$ cat config.mk
export PLATFORM = sky130hd
export DESIGN_NAME = mac_stat_bank
export DESIGN_NICKNAME = d
export VERILOG_FILES = /design/src/rtl/mac_stat_pkg.sv /design/src/rtl/mac_stat_rx_qual.sv /design/src/rtl/mac_stat_tx_qual.sv /design/src/rtl/mac_stat_decode.sv /design/src/rtl/mac_stat_ctr.sv /design/src/rtl/mac_stat_bank.sv
export SDC_FILE = /design/constraint.sdc
export NUM_CORES = 1
export LEC_CHECK = 0
export ABC_AREA = 1
export BUFFER_PORTS_ARGS = -buffer_cell sky130_fd_sc_hd__buf_2
export CAP_MARGIN = 15
export CORE_MARGIN = 3
export CORE_UTILIZATION = 30
export CTS_CLUSTER_SIZE = 10
export DETAILED_ROUTE_END_ITERATION = 8
export GPL_TIMING_DRIVEN = 0
export PLACE_DENSITY = 0.54
export REMOVE_ABC_BUFFERS = 1
export SKIP_LAST_GASP = 1
export SYNTH_ARGS = -nofsm -noshare
export SYNTH_HDL_FRONTEND = slang
export SYNTH_SLANG_ARGS = --single-unit
$ cat constraint.sdc
create_clock -name clk -period 1.55 [get_ports clk]
set_input_delay 0 -clock clk [delete_from_list [all_inputs] [get_ports clk]]
set_output_delay 0 -clock clk [all_outputs]
set_load 0.02 [all_outputs]
$ cat src/rtl/mac_stat_pkg.sv
package mac_stat_pkg;

  // Register offsets. Software depends on these positions.
  localparam logic [7:0] OFS_PAUSE = 8'h00;
  localparam logic [7:0] OFS_TXOK  = 8'h04;

  // Frame length window, in bytes.
  localparam int LEN_MIN     = 64;
  localparam int LEN_MAX_STD = 1518;
  localparam int LEN_MAX_EXT = 1536;

  typedef enum logic [1:0] {
    SEL_NONE  = 2'd0,
    SEL_PAUSE = 2'd1,
    SEL_TXOK  = 2'd2
  } stat_sel_e;

endpackage

$ cat src/rtl/mac_stat_rx_qual.sv
module mac_stat_rx_qual
  import mac_stat_pkg::*;
#(
  parameter int LEN_W = 14
) (
  input  logic             rx_enable,
  input  logic             jumbo_en,
  input  logic             rx_done,
  input  logic [LEN_W-1:0] rx_len,
  input  logic             rx_pause,
  input  logic             rx_fcs_err,
  input  logic             rx_align_err,
  input  logic             rx_sym_err,
  output logic             good_pause
);

  localparam logic [LEN_W-1:0] LO_BOUND  = LEN_W'(LEN_MIN);
  localparam logic [LEN_W-1:0] HI_STD    = LEN_W'(LEN_MAX_STD);
  localparam logic [LEN_W-1:0] HI_EXT    = LEN_W'(LEN_MAX_EXT);

  logic [LEN_W-1:0] hi_bound;
  logic             len_ok;
  logic             err_any;

  always_comb begin
    hi_bound = jumbo_en ? HI_EXT : HI_STD;
    len_ok   = (rx_len >= LO_BOUND) && (rx_len <= hi_bound);
    err_any  = rx_fcs_err | rx_align_err | rx_sym_err;
    good_pause = rx_done & rx_enable & rx_pause & ~err_any & len_ok;
  end

endmodule

$ cat src/rtl/mac_stat_tx_qual.sv
module mac_stat_tx_qual (
  input  logic tx_done,
  input  logic tx_underrun,
  input  logic tx_retry_limit,
  output logic tx_ok
);

  always_comb begin
    tx_ok = tx_done & ~tx_underrun & ~tx_retry_limit;
  end

endmodule

$ cat src/rtl/mac_stat_decode.sv
module mac_stat_decode
  import mac_stat_pkg::*;
#(
  parameter int ADDR_W = 8
) (
  input  logic [ADDR_W-1:0] reg_addr,
  input  logic              reg_rd,
  input  logic              reg_wr,
  input  logic              stat_wr_en,
  output stat_sel_e         sel,
  output logic              rd_pause,
  output logic              rd_txok,
  output logic              wr_pause,
  output logic              wr_txok
);

  localparam logic [ADDR_W-1:0] A_PAUSE = ADDR_W'(OFS_PAUSE);
  localparam logic [ADDR_W-1:0] A_TXOK  = ADDR_W'(OFS_TXOK);

  logic wr_ok;

  always_comb begin
    if (reg_addr == A_PAUSE)      sel = SEL_PAUSE;
    else if (reg_addr == A_TXOK)  sel = SEL_TXOK;
    else                          sel = SEL_NONE;
    wr_ok    = reg_wr & stat_wr_en;
    rd_pause = reg_rd & (sel == SEL_PAUSE);
    rd_txok  = reg_rd & (sel == SEL_TXOK);
    wr_pause = wr_ok  & (sel == SEL_PAUSE);
    wr_txok  = wr_ok  & (sel == SEL_TXOK);
  end

endmodule

$ cat src/rtl/mac_stat_ctr.sv
module mac_stat_ctr #(
  parameter int W = 16
) (
  input  logic         clk,
  input  logic         rst_n,
  input  logic         inc,
  input  logic         clr,
  input  logic         wr,
  input  logic [W-1:0] wdata,
  output logic [W-1:0] cnt
);

  localparam logic [W-1:0] CMAX = '1;

  logic [W-1:0] cnt_q;
  logic [W-1:0] cnt_d;
  logic         cnt_en;

  // Next-state logic. A write wins, then a clearing read, then an increment.
  always_comb begin
    cnt_d  = cnt_q;
    cnt_en = 1'b0;
    if (wr) begin
      cnt_d  = wdata;
      cnt_en = 1'b1;
    end else if (clr) begin
      cnt_d  = inc ? W'(1) : '0;
      cnt_en = 1'b1;
    end else if (inc && (cnt_q != CMAX)) begin
      cnt_d  = cnt_q + W'(1);
      cnt_en = 1'b1;
    end
  end

  always_ff @(posedge clk or negedge rst_n) begin
    if (!rst_n)      cnt_q <= '0;
    else if (cnt_en) cnt_q <= cnt_d;
  end

  assign cnt = cnt_q;


  sat_hold_chk: assert property (@(posedge clk) disable iff (!rst_n)
    (cnt_q == CMAX) && inc && !clr && !wr |=> (cnt_q == CMAX));


  no_wrap_chk: assert property (@(posedge clk) disable iff (!rst_n)
    !clr && !wr |=> (cnt_q >= $past(cnt_q)));


  clr_zero_chk: assert property (@(posedge clk) disable iff (!rst_n)
    clr && !inc && !wr |=> (cnt_q == '0));


  clr_inc_one_chk: assert property (@(posedge clk) disable iff (!rst_n)
    clr && inc && !wr |=> (cnt_q == W'(1)));


  wr_prio_chk: assert property (@(posedge clk) disable iff (!rst_n)
    wr |=> (cnt_q == $past(wdata)));

endmodule

$ cat src/rtl/mac_stat_bank.sv
module mac_stat_bank
  import mac_stat_pkg::*;
#(
  parameter int ADDR_W  = 8,
  parameter int LEN_W   = 14,
  parameter int PAUSE_W = 16,
  parameter int TXOK_W  = 24
) (
  input  logic              clk,
  input  logic              rst_n,
  input  logic              rx_enable,
  input  logic              stat_wr_en,
  input  logic              jumbo_en,
  input  logic              rx_done,
  input  logic [LEN_W-1:0]  rx_len,
  input  logic              rx_pause,
  input  logic              rx_fcs_err,
  input  logic              rx_align_err,
  input  logic              rx_sym_err,
  input  logic              tx_done,
  input  logic              tx_underrun,
  input  logic              tx_retry_limit,
  input  logic [ADDR_W-1:0] reg_addr,
  input  logic              reg_rd,
  input  logic              reg_wr,
  input  logic [31:0]       reg_wdata,
  output logic [31:0]       reg_rdata
);

  localparam int DATA_W = 32;
  localparam logic [ADDR_W-1:0] A_PAUSE = ADDR_W'(OFS_PAUSE);
  localparam logic [ADDR_W-1:0] A_TXOK  = ADDR_W'(OFS_TXOK);

  // Reset synchronizer: asserts at once, releases on the clock.
  logic [1:0] rst_pipe;
  logic       rst_sync_n;

  always_ff @(posedge clk or negedge rst_n) begin
    if (!rst_n) rst_pipe <= 2'b00;
    else        rst_pipe <= {rst_pipe[0], 1'b1};
  end
  assign rst_sync_n = rst_pipe[1];

  logic          good_pause;
  logic          tx_ok;
  stat_sel_e     sel;
  logic          rd_pause, rd_txok, wr_pause, wr_txok;
  logic [PAUSE_W-1:0] pause_cnt;
  logic [TXOK_W-1:0]  txok_cnt;
  logic          unused_wdata;

  assign unused_wdata = ^reg_wdata[DATA_W-1:PAUSE_W < TXOK_W ? TXOK_W : PAUSE_W];

  mac_stat_rx_qual #(.LEN_W(LEN_W)) i_rx_qual (
    .rx_enable   (rx_enable),
    .jumbo_en    (jumbo_en),
    .rx_done     (rx_done),
    .rx_len      (rx_len),
    .rx_pause    (rx_pause),
    .rx_fcs_err  (rx_fcs_err),
    .rx_align_err(rx_align_err),
    .rx_sym_err  (rx_sym_err),
    .good_pause  (good_pause)
  );

  mac_stat_tx_qual i_tx_qual (
    .tx_done       (tx_done),
    .tx_underrun   (tx_underrun),
    .tx_retry_limit(tx_retry_limit),
    .tx_ok         (tx_ok)
  );

  mac_stat_decode #(.ADDR_W(ADDR_W)) i_decode (
    .reg_addr  (reg_addr),
    .reg_rd    (reg_rd),
    .reg_wr    (reg_wr),
    .stat_wr_en(stat_wr_en),
    .sel       (sel),
    .rd_pause  (rd_pause),
    .rd_txok   (rd_txok),
    .wr_pause  (wr_pause),
    .wr_txok   (wr_txok)
  );

  mac_stat_ctr #(.W(PAUSE_W)) i_pause_ctr (
    .clk  (clk),
    .rst_n(rst_sync_n),
    .inc  (good_pause),
    .clr  (rd_pause),
    .wr   (wr_pause),
    .wdata(reg_wdata[PAUSE_W-1:0]),
    .cnt  (pause_cnt)
  );

  mac_stat_ctr #(.W(TXOK_W)) i_txok_ctr (
    .clk  (clk),
    .rst_n(rst_sync_n),
    .inc  (tx_ok),
    .clr  (rd_txok),
    .wr   (wr_txok),
    .wdata(reg_wdata[TXOK_W-1:0]),
    .cnt  (txok_cnt)
  );

  // Read mux. Data is the value before the clearing edge.
  always_comb begin
    reg_rdata = '0;
    if (reg_rd) begin
      case (sel)
        SEL_PAUSE: reg_rdata[PAUSE_W-1:0] = pause_cnt;
        SEL_TXOK:  reg_rdata[TXOK_W-1:0]  = txok_cnt;
        default:   reg_rdata = '0;
      endcase
    end
  end


  rx_gate_chk: assert property (@(posedge clk) disable iff (!rst_sync_n)
    !rx_enable && !(reg_rd && reg_addr == A_PAUSE) &&
    !(reg_wr && stat_wr_en && reg_addr == A_PAUSE) |=> $stable(pause_cnt));


  tx_fail_chk: assert property (@(posedge clk) disable iff (!rst_sync_n)
    (!tx_done || tx_underrun || tx_retry_limit) &&
    !(reg_rd && reg_addr == A_TXOK) &&
    !(reg_wr && stat_wr_en && reg_addr == A_TXOK) |=> $stable(txok_cnt));


  wr_lock_chk: assert property (@(posedge clk) disable iff (!rst_sync_n)
    !stat_wr_en && !rx_done && !reg_rd |=> $stable(pause_cnt));


  unmapped_zero_chk: assert property (@(posedge clk) disable iff (!rst_sync_n)
    reg_rd && reg_addr != A_PAUSE && reg_addr != A_TXOK |-> reg_rdata == '0);


  upper_zero_chk: assert property (@(posedge clk) disable iff (!rst_sync_n)
    reg_rd && reg_addr == A_PAUSE |-> reg_rdata[DATA_W-1:PAUSE_W] == '0);

endmodule

==> Word-level counts from Yosys, hierarchy flattened <==
Index checks and enable logic that the tools add are counted.
{ "totals": {"ff_bits": 42, "input_bits": 69, "out_inout_bits": 32, "word_cells": 56} }
{ "op_classes": {"n_addsub": 2, "n_lt_le_gt_ge": 2, "n_eq_ne": 5, "n_mux": 20, "n_bitwise": 16, "reduce_logical": 8} }
{ "op_table": {"columns": ["cell", "n"], "rows": [
  ["$mux 24", 4],
  ["$mux 16", 3],
  ["$pmux 16 s2", 1],
  ["$add 24x1->24 const B", 1],
  ["$ne 24x24->1 const B", 1],
  ["$add 16x1->16 const B", 1],
  ["$ne 16x16->1 const B", 1],
  ["$ge 14x7->1 const B", 1],
  ["$le 14x14->1", 1],
  ["$and 1x1->1", 11],
  ["$mux 10", 1],
  ["$eq 8x3->1 const B", 1],
  ["$logic_not 8->1", 1],
  ["$mux 1", 8],
  ["$mux 8", 1],
  ["$reduce_bool 3->1", 2],
  ["$mux 2", 2],
  ["$reduce_and 2->1", 2],
  ["$logic_and 1x1->1", 3],
  ["$not 1->1", 3],
  ["$eq 2x1->1 const B", 1],
  ["$eq 2x2->1 const B", 1],
  ["$or 1x1->1", 2]
]} }

==> Logic depth before layout (Yosys ltp) <==
Gate-level depths: netlist of the first run.
{ "depth": {"depth_word": 10, "mapped_depth": 15, "depth_no_buf": 14} }

==> Hierarchy <==
From an unflattened synthesis of the first run, not the netlist that was laid out.
{ "unflattened": {"cells_unflattened": 669, "area_unflattened_um2": 4057.6} }
{ "by_module_without_submodules": {"columns": ["module", "n_inst", "cells_per_inst", "area_each_um2", "seq_area_each_um2"], "rows": [
  ["mac_stat_ctr (i_txok_ctr)", 1, 313, 1885.6, 600.6],
  ["mac_stat_ctr (i_pause_ctr)", 1, 193, 1227.4, 400.4],
  ["mac_stat_bank", 1, 88, 526.8, 50.0],
  ["mac_stat_rx_qual", 1, 50, 316.6, 0.0],
  ["mac_stat_decode", 1, 22, 87.6, 0.0],
  ["mac_stat_tx_qual", 1, 3, 13.8, 0.0]
]} }

==> Least setup slack after synthesis of the first run <==
OpenSTA, ideal clock, no wires.
{ "synth_timing": {"kind": "register to register", "from": "reg i_txok_ctr.cnt_q[0], in the netlist i_txok_ctr.cnt[0]", "to": "reg i_txok_ctr.cnt_q[16], in the netlist i_txok_ctr.cnt[16]", "setup_ns": 0.127, "arrival_time_ns": 1.522, "t_required_ns": 1.423, "slack_ns": -0.099, "path_stages_with_launch": 12, "path_buffers": 1, "period_less_slack_ns": 1.649, "cell_sequence": "dfrtp_1 > ha_1 > nand2_1 > nor2_4 > nand4_4 > nor2_4 > nand2_2 > nand2_4 > nand2_4 > buf_6 > nor2_1 > a31oi_2"} }
{ "synth_between": {"elab_chain_cells": 6, "word_cells_on_any_way": 11, "cone_classes": "add/sub (1); eq/ne (1); mux (6); reduce/logical (3)"} }
{ "synth_lines": {"columns": ["element", "line_no", "rtl"], "rows": [
  ["start: declaration", "mac_stat_ctr.sv:15", "logic [W-1:0] cnt_q;"],
  ["start signal: assignment", "mac_stat_ctr.sv:37", "else if (cnt_en) cnt_q <= cnt_d;"],
  ["branches (longest 6 deep; another with $add 24x1->24)", null, null]
]} }
Parallel ways; which one is timed is not known. The select of a mux whose other input is x is not followed.
A chain may end at the register's enable or synchronous reset.

==> Worst setup path in the final report of the first run <==
{ "layout_timing": {"from": "reg i_txok_ctr.cnt_q[0], in the netlist i_txok_ctr.cnt[0]", "to": "reg i_txok_ctr.cnt_q[0], in the netlist i_txok_ctr.cnt[0]"} }
The elaborated chain is that of the path after synthesis.

==> impl_metrics.toml, run 1 <==
[final_layout]
drive_above_1_share_pct = 31.3
area_delta_synth_final_pct = 38.7
antennaDiodeCount = 0
final_nets = 794
fillCellCount = 1280
fin_cells = 884
final_cell_mix = "nand2_1, inv_1, buf_2, nor2_1, dfrtp_1"
final_common_cell = "nand2_1"

[clock_tree]
clkSinkCount = 42
cts_inserted_buffers = 5
clk_pin_slew_ns = 0.06
htreeDepth = 2
root_buffer = "clkbuf_16"
tritoncts = "built"
clk_path_buf_depth = 2
clk_latency_ns = 0.28

[run_status]
outcome = "finished, violations left"
violations = "setup timing"

[grt]
antenna_found_initial = 0
grt_pass1_vias = 4141
grt_pass1_wl_um = 21300
grt_max_degree = 29
grtUsageTotal_pct = 18.5
grt-ovfl-total = 0

[detailed_routing]
vias = 4457
final_antenna_net_count = 0
drt_first_pass_iters = 5
finalWirelength_um = 13900
avgRoutedWirePerCell_um = 15.7
drc = 0
viasPerCell = 5.04
drt-initial-drc-count = 356

[timing]
hold_viol = 0
setup_ws_ns = -0.202
setup_violations = 40
fin_crit_sh_pct = 113
clock-skew-final_ns = 0.00501
drv_slew = 0
period_minus_slack_ns = 1.75
fmax_mhz = 571
relSlewSlack_pct = 34.1
rsz0062_at_grt = "true"
tightest_slew_ns = 0.989

[pwr]
powerDensity_nw_per_um2 = 774
ir_drop_uv = 570
p_leak_nw = 2.85

[placed_design]
hpwl_um = 9130
port_buffers = 84
gp_congestion = 0.872
dpl_worst_slack_ns = -0.666
dp_cells = 834

[setup_path]
critPathRequiredTime_ns = 1.72
rrSetupSlack_ns = -0.20
cp-endpoint = "i_txok_ctr.cnt[0]$_DFFE_PN0P_"
r2r-start = "i_txok_ctr.cnt[0]$_DFFE_PN0P_"
worstSetupStartpoint = "i_txok_ctr.cnt[0]$_DFFE_PN0P_"
cp_max_fo = 6
crit_arrival_ns = 1.92
endpoint_kind = "flip-flop"
rr_endpoint = "i_txok_ctr.cnt[0]$_DFFE_PN0P_"
critPathKind = "reg2reg"
crit_path_start_kind = "flip-flop"
ff2ff_path_depth = 10

[synth]
yosysWarnings = 0
ys_types = 39
yosys_register_bits = 42
seq_area_frac_synth_pct = 27.6
avgSynthCellArea_sq_um = 6.35
syn_area_sq_um = 3810
netlist_instances = 599

[floorplanning]
die_x_um = 119
fp.coreArea_sq_um = 12200
io_pins = 101
rows = 40
dieArea_sq_um = 14100
initial_core_util_pct = 31.2
die_h_um = 119

[job]
maxCapViolations = 0

[hold_path]
hold_path.class = "in2reg"
area by class of cell:
type | count | area, sq um | share of cell area [%]
inverter | 108 | 405 | 7.68
tap | 168 | 210 | 3.98
clock buffer | 7 | 143 | 2.70
multi-input combinational | 439 | 2700 | 51.1
clock inverter | 1 | 5.00 | 0.0948
sequential | 42 | 1050 | 20.0
timing repair buffer | 119 | 764 | 14.5
cell families after synthesis:
kind of cell | count (synthesis) | share of synthesized area (%)
DFF | 42 | 27.6
buffers and inverters | 133 | 15.1
and+or+nand+nor | 310 | 37.1
other | 2 | 0.197
xor gates and xnor gates | 15 | 3.45
adders and majority gates | 10 | 3.29
AOI/OAI and AO/OA | 87 | 13.2
per-layer routing:
metal,GRT usage [%],share of wire (%)
met5,0,0
met4,4.20,1.4
met3,2.97,9.4
met2,29.0,45
met1,26.8,44
per-stage QoR:
step | utilization [%] | total power [mW] | hold WS [ns] | setup TNS (ns) | area, sq um
final | 43.2 | 4.09 | 0.00256 | -5.88 | 5280
after global routing | 43.2 | 4.36 | 0.0144 | -10.06 | 5280
after CTS | 41.2 | 3.97 | 0.00691 | -6.40 | 5030
after detailed placement | 35.3 | 2.66 | -0.213 | -26.11 | 4320
after global placement | 35.2 | 2.61 | -0.215 | -40.55 | 4300
after floorplan | - | 2.30 | -0.296 | -4.88 | 3660
cells in the mapped netlist:
cell type    n  area, sq um
a21boi_0     3         22.5
a21oi_1     10         50.1
a22oi_1      1         7.51
a31oi_1      3         18.8
a31oi_2      1         12.5
and2_1       1         6.26
buf_2        2         10.0
buf_4        9         67.6
buf_6        5         56.3
clkbuf_1     9         33.8
conb_1       2         7.51
dfrtp_1     42         1050
ha_1        10          125
inv_1      103          387
inv_2        5         18.8
nand2_1    151          567
nand2_2      3         18.8
nand2_4      3         33.8
nand3_1     50          250
nand3_2      2         20.0
nand3b_1     4         30.0
nand4_1     13         81.3
nand4_4      1         21.3
nor2_1      59          221
nor2_2       3         18.8
nor2_4       3         33.8
nor3_1      11         55.1
nor3_2       2         20.0
nor3_4       1         16.3
nor3b_1      1         7.51
o211ai_1     3         22.5
o21ai_0     22          110
o21ai_1     16         80.1
o21ai_2      2         17.5
o22ai_1     26          163
or2_0        1         6.26
or2_2        1         6.26
xnor2_1      1         8.76
xor2_1      14          123
report_power, final:
| group | internal, mW | switching (mW) |
|---|---|---|
| Sequential | 1.26 | 0.234 |
| Combinational | 0.605 | 0.885 |
| Clock | 0.641 | 0.460 |
| Total | 2.51 | 1.58 |
worst max-delay path, stage by stage, from the launching register on:
cell and delay [ns]:
dfrtp_1 0.36, ha_2 0.21, nand2_4 0.07, nor2_4 0.14, nand4_4 0.11, nor2_4 0.18, nand2_4 0.10, nand2_8 0.17
nand2_8 0.10, o211ai_1 0.09, o21ai_1 0.09
registers in the layout (all words and copies together), names as in the netlist:
signal / flops
i_pause_ctr.cnt: 16
rst_pipe: 2
i_txok_ctr.cnt: 24
worst min path at each step:
stage / from / endpoint / slack [ns] / cells past startpoint
floorplan: rst_n / rst_pipe[0]$_DFF_PN0_ / -0.30 / 0
detailed placement: rst_n / rst_pipe[0]$_DFF_PN0_ / -0.21 / 1
CTS: rst_n / rst_pipe[1]$_DFF_PN0_ / 0.007 / 2
finish: reg_wdata[15] / i_txok_ctr.cnt[15]$_DFFE_PN0P_ / 0.003 / 3
global placement: rst_n / rst_pipe[1]$_DFF_PN0_ / -0.22 / 1
global route: reg_wdata[15] / i_txok_ctr.cnt[15]$_DFFE_PN0P_ / 0.01 / 3
timing repair:
| action | 4_1_cts | 5_1_grt |
|---|---|---|
| hold buffers | 3 | 0 |
| gates resized for setup | 60 | 47 |
| pin swaps | 33 | 18 |
| endpoints found under the hold margin | 4 | 0 |
| gates cloned | 6 | 3 |
| endpoints found under the setup margin | 63 | 51 |
| buffers inserted | 22 | 8 |
Note: power is estimated with default switching activity, not from simulation.
==> run 2: changes to the inputs <==
--- a/config.mk
+++ b/config.mk
@@ -13,6 +13,7 @@
 export CTS_CLUSTER_SIZE = 10
 export DETAILED_ROUTE_END_ITERATION = 8
 export GPL_TIMING_DRIVEN = 0
+export HOLD_SLACK_MARGIN = 0.06
 export PLACE_DENSITY = 0.54
 export REMOVE_ABC_BUFFERS = 1
 export SKIP_LAST_GASP = 1
==> run 2 against run 1 <==
  * Clock-buffer cell count did not move
  * Die area did not move
  * Critical path type unchanged
  * Combinational power rose by 3%
  * Sequential share of layout area fell by 0.34 points
  * The flow still finishes with violations (setup timing)
  * Highest routed layer unchanged
==> impl_metrics.toml, run 2 (synthesized netlist as in run 1, its figures left out) <==
[setup_path]
critPathKind = "reg2reg"
path_cells = "ha_2, nand2_4, nor2_4, nand4_4, nor2_4, nand2_4, nand2_8, buf_6, a21boi_2, a21oi_1"
crit_arrival_ns = 1.98
crit_path_start_kind = "flip-flop"
critPathRequiredTime_ns = 1.74
r2r-start = "i_txok_ctr.cnt[1]$_DFFE_PN0P_"
critPathTopFamily = "simple AND/OR/NAND/NOR gates"
cp_max_fo = 6
worstSetupStartpoint = "i_txok_ctr.cnt[1]$_DFFE_PN0P_"
endpoint_kind = "flip-flop"
cpPeakStageDelay_ns = 0.36
cp_num_buf_inv = 1
cp_slowest_cell = "dfrtp_1"

[clock_tree]
clk_path_buf_depth = 2
clkSinkCount = 42
tritoncts = "built"
cts_inserted_buffers = 5
root_buffer = "clkbuf_16"
htreeDepth = 2
clk_latency_ns = 0.29
clk_pin_slew_ns = 0.07

[placed_design]
hpwl_um = 9130
port_buffers = 84
placed_area_sq_um = 4320
dp_cells = 834
gp_congestion = 0.872

[pwr]
power_mw = 4.13
powerDensity_nw_per_um2 = 768
ir_drop_uv = 576
p_leak_nw = 2.89

[final_layout]
largest_register_ffs = 24
final_cell_mix = "nand2_1, inv_1, buf_2, nor2_1, dfrtp_1"
final_nets = 803
fin_util_pct = 44.0
antennaDiodeCount = 0
fin_area_sq_um = 5380
final_common_cell = "nand2_1"
area_delta_synth_final_pct = 41.2
drive_above_1_share_pct = 31.0
fin_cells = 893

[detailed_routing]
drt_first_pass_iters = 5
finalWirelength_um = 14100
avgRoutedWirePerCell_um = 15.8
final_antenna_net_count = 0
drc = 0
viasPerCell = 5.04
drt-initial-drc-count = 430
vias = 4504

[grt]
grt_pass1_wl_um = 21400
grt_pass1_vias = 4172
grtUsageTotal_pct = 18.6
grt_max_degree = 29
grt-ovfl-total = 0
antenna_found_initial = 0

[timing]
setup_violations = 40
tightest_slew_ns = 1.01
fmax_mhz = 559
hold_viol = 0
fin_crit_sh_pct = 115
hold-worst-slack_ns = 0.0958
rsz0062_at_grt = "true"
drv_slew = 0
relSlewSlack_pct = 32.8
setup_ws_ns = -0.237
period_minus_slack_ns = 1.79
clock-skew-final_ns = 0.00643

[floorplanning]
initial_core_util_pct = 31.2
io_pins = 101
rows = 40
die_h_um = 119
dieArea_sq_um = 14100
die_x_um = 119
fp.coreArea_sq_um = 12200

[run_status]
violations = "setup timing"
outcome = "finished, violations left"

[hold_path]
worstHoldStart = "reg_wdata[8]"
hold_path.class = "in2reg"

[job]
maxCapViolations = 0
-- run 2: changes by cell type in the layout (fill, tap and decap cells not counted), moves of 2 or more --
cell,delta
dlygate4sd3_1,+10
nand3_2,-2
nand2_1,-2
nand2_2,+2
-- run 2: power breakdown --
| part | switching (mW) | internal [mW] | total (mW) |
|---|---|---|---|
| Combinational | 0.905 | 0.623 | 1.53 |
| Sequential | 0.233 | 1.26 | 1.50 |
| Clock | 0.462 | 0.641 | 1.10 |
| Total | 1.60 | 2.53 | 4.13 |
-- run 2: final timing paths --
kind                                                  end  cells past startpoint  slack, ns
min reg2reg                i_txok_ctr.cnt[22]$_DFFE_PN0P_                      0       0.24
min                         i_txok_ctr.cnt[8]$_DFFE_PN0P_                      5        0.1
max reg2reg                i_txok_ctr.cnt[23]$_DFFE_PN0P_                     10      -0.24
max in group asynchronous   i_txok_ctr.cnt[7]$_DFFE_PN0P_                      1       0.79
max                        i_txok_ctr.cnt[23]$_DFFE_PN0P_                     10      -0.24
min in group asynchronous  i_txok_ctr.cnt[22]$_DFFE_PN0P_                      0       0.24
-- run 2: layout make-up --
| type | count | area [sq um] |
|---|---|---|
| fill | 1275 | 6840 |
| tap | 168 | 210 |
| clock buffer | 7 | 143 |
| timing repair buffer | 128 | 857 |
| inverter | 108 | 405 |
| multi-input combinational | 439 | 2700 |
| clock inverter | 1 | 5.00 |
| sequential | 42 | 1060 |
-- run 2: per-stage QoR --
step | setup TNS (ns) | worst slack (ns)
after CTS | -6.40 | -0.196
after floorplan | -4.88 | -0.167
after global routing | -9.85 | -0.387
final | -5.54 | -0.237
after global placement | -40.55 | -0.602
after detailed placement | -26.11 | -0.666
-- run 2: routing by layer --
layer / global-route usage [%] / share of wire, % / vias to the layer above
met2: 29.1 / 45 / 216
met4: 3.98 / 1.4 / 0
met3: 3.01 / 9.7 / 22
met1: 26.9 / 44 / 2095
met5: 0 / 0 / -
li1: - / - / 2171
-- run 2: worst reg2reg max path: cells and delay by family (launching register included) --
| kind | cells | cell delay (ns) |
|---|---|---|
| DFF | 1 | 0.36 |
| buffers and inverters | 1 | 0.13 |
| adders and majority gates | 1 | 0.21 |
| AOI/OAI and AO/OA | 2 | 0.25 |
| and+or+nand+nor | 6 | 0.74 |
-- run 2: what timing repair did --
action | 4_1_cts | 5_1_grt
resized for setup | 60 | 49
cloned | 6 | 3
pin swaps | 33 | 20
setup buffers | 22 | 7
hold endpoints to repair | 13 | 0
endpoints found under the setup margin | 63 | 50
hold buffers | 13 | 0
==> run 3: changes to the inputs <==
--- a/config.mk
+++ b/config.mk
@@ -15,8 +15,10 @@
 export GPL_TIMING_DRIVEN = 0
 export HOLD_SLACK_MARGIN = 0.06
 export PLACE_DENSITY = 0.54
+export RECOVER_POWER = 25
 export REMOVE_ABC_BUFFERS = 1
 export SKIP_LAST_GASP = 1
+export SLEW_MARGIN = 25
 export SYNTH_ARGS = -nofsm -noshare
 export SYNTH_HDL_FRONTEND = slang
 export SYNTH_SLANG_ARGS = --single-unit
==> constraint.sdc (replaced) <==
create_clock -name clk -period 1.55 [get_ports clk]
set_input_delay 0.465 -clock clk [delete_from_list [all_inputs] [get_ports clk]]
set_output_delay 0.465 -clock clk [all_outputs]
set_load 0.02 [all_outputs]
==> run 3 against run 2 <==
  * The flow still finishes with violations (setup timing)
  * Worst setup slack worse by 0.24 ns
  * Register-to-register slack worse by 0.04 ns
  * Cell count up 0.22%
  * Clock power barely moved
  * Fmax shrank 12%
  * Critical path depth shrank 1
  * Clock-buffer cell count unchanged
  * Sequential share of layout area shrank 1.1 points
  * Non-clock buffer count is the same
  * Clock skew about the same
  * Design area up 5.8%
  * Sequential power hardly changed
  * Largest cell class unchanged
==> impl_metrics.toml, run 3 (synthesized netlist as in run 1, its figures left out) <==
[setup_path]
crit_arrival_ns = 1.56
cp_max_fo = 7
crit_path_start_kind = "input pin"
endpoint_kind = "output port"
worstSetupStartpoint = "reg_addr[1]"
critPathRequiredTime_ns = 1.08
r2r-start = "i_pause_ctr.cnt[1]$_DFFE_PN0P_"
rrSetupSlack_ns = -0.28
critPathKind = "in2out"

[placed_design]
placed_area_sq_um = 4330
dpl_worst_slack_ns = -1.32
gp_congestion = 0.872
hpwl_um = 9190
port_buffers = 84

[clock_tree]
root_buffer = "clkbuf_16"
clk_pin_slew_ns = 0.06
tritoncts = "built"
clk_path_buf_depth = 2
clk_latency_ns = 0.28
cts_inserted_buffers = 5
htreeDepth = 2
clkSinkCount = 42

[final_layout]
area_delta_synth_final_pct = 49.4
antennaDiodeCount = 0
multiInputGateArea_sq_um = 2860
largest_register_ffs = 24
final_common_cell = "nand2_1"
seqCellArea_sq_um = 1050
fin_area_sq_um = 5690
final_nets = 805
drive_above_1_share_pct = 32.3
final_cell_mix = "nand2_1, inv_1, buf_2, buf_4, nor2_1"
fillCellCount = 1236

[run_status]
outcome = "finished, violations left"
violations = "setup timing"

[detailed_routing]
vias = 4548
avgRoutedWirePerCell_um = 16.3
final_antenna_net_count = 0
finalWirelength_um = 14600
drt-initial-drc-count = 413
drc = 0
viasPerCell = 5.08
drt_first_pass_iters = 5

[grt]
grt_pass1_wl_um = 21800
antenna_found_initial = 0
grt_max_degree = 29
grt-ovfl-total = 0
grtUsageTotal_pct = 19.0
grt_pass1_vias = 4206

[timing]
hold_viol = 0
setup_violations = 64
relSlewSlack_pct = 32.8
drv_slew = 0
clock-skew-final_ns = 0.00604
tightest_slew_ns = 1.01
tns_ns = -20.51
setup_ws_ns = -0.473
fin_crit_sh_pct = 130
period_minus_slack_ns = 2.02
fmax_mhz = 494
rsz0062_at_grt = "true"

[pwr]
p_seq_share_pct = 35.9
ir_drop_uv = 644
swShare_pct = 38.9
powerDensity_nw_per_um2 = 730
clkPwrFrac_pct = 26.7
p_leak_nw = 2.96
p_int_mw = 2.54
combPwrFrac_pct = 37.4
p_switching_mw = 1.61

[hold_path]
worstHoldStart = "rst_pipe[0]$_DFF_PN0_"
hold_path.class = "reg2reg"

[job]
maxCapViolations = 0

[floorplanning]
rows = 40
die_h_um = 119
fp.coreArea_sq_um = 12200
io_pins = 101
dieArea_sq_um = 14100
die_x_um = 119
initial_core_util_pct = 31.2
-- run 3: cell count changes in the layout (fill, tap and decap cells not counted), sizes merged --
| cell | change |
|---|---|
| buf | +11 |
| nand2 | +2 |
| clkbuf | +1 |
| dlygate4sd3 | -12 |
-- run 3: power groups by stage --
| stage | clock [mW] | sequential (mW) | combinational, mW |
|---|---|---|---|
| final | 1.11 | 1.49 | 1.55 |
| after CTS | 1.12 | 1.47 | 1.39 |
| after detailed placement | 0 | 1.49 | 1.17 |
| after global placement | 0 | 1.49 | 1.12 |
| after floorplan | 0 | 1.43 | 0.867 |
| after global routing | 1.17 | 1.52 | 1.72 |
-- run 3: worst paths after layout --
check | depth (start not counted) | endpoint
max in group asynchronous | 1 | i_pause_ctr.cnt[0]$_DFFE_PN0P_
worst max register to register | 12 | i_pause_ctr.cnt[14]$_DFFE_PN0P_
worst min-delay path | 0 | rst_pipe[1]$_DFF_PN0_
worst max-delay path | 9 | reg_rdata[1]
min in group asynchronous | 0 | i_txok_ctr.cnt[21]$_DFFE_PN0P_
worst min register to register | 0 | rst_pipe[1]$_DFF_PN0_
-- run 3: area by class of cell --
cell class,count,share of cell area (%)
sequential,42,18.5
inverter,108,7.30
clock inverter,1,0.0880
timing repair buffer,128,17.6
clock buffer,7,2.51
tap,168,3.70
multi-input combinational,441,50.4
-- run 3: layer usage --
layer	share of wire, %	wire length, um	vias to the layer above	track usage, %
met3	9.0	1310	14	2.87
met1	45	6550	2144	27.1
met4	1.1	161	0	2.97
met5	0	0	-	0
li1	-	-	2179	-
met2	45	6590	211	30.8
-- run 3: worst max-delay path, stage by stage --
cell and delay [ns]:
buf_6 0.09, nor2_4 0.09, nand3b_1 0.12, nor2_4 0.13, buf_12 0.15, buf_12 0.13
nand2_8 0.09, o22ai_4 0.14, buf_6 0.14
-- run 3: timing repair --
| action | 4_1_cts | 5_1_grt |
|---|---|---|
| hold buffers | 1 | 0 |
| cloned | 7 | 4 |
| setup buffers | 24 | 17 |
| endpoints found under the setup margin | 64 | 64 |
| pin swaps | 21 | 17 |
| endpoints found under the hold margin | 2 | 0 |
| resized for setup | 100 | 44 |
-- run 3: per-stage QoR --
stage | cells | power [mW] | utilization, % | hold WS (ns)
finish | 895 | 4.15 | 46.6 | 0.351
global route | 895 | 4.41 | 46.6 | 0.366
CTS | 874 | 3.97 | 43.4 | 0.271
detailed placement | 834 | 2.66 | 35.5 | 0.252
global placement | 833 | 2.61 | 35.2 | 0.250
floorplan | 581 | 2.30 | - | 0.169
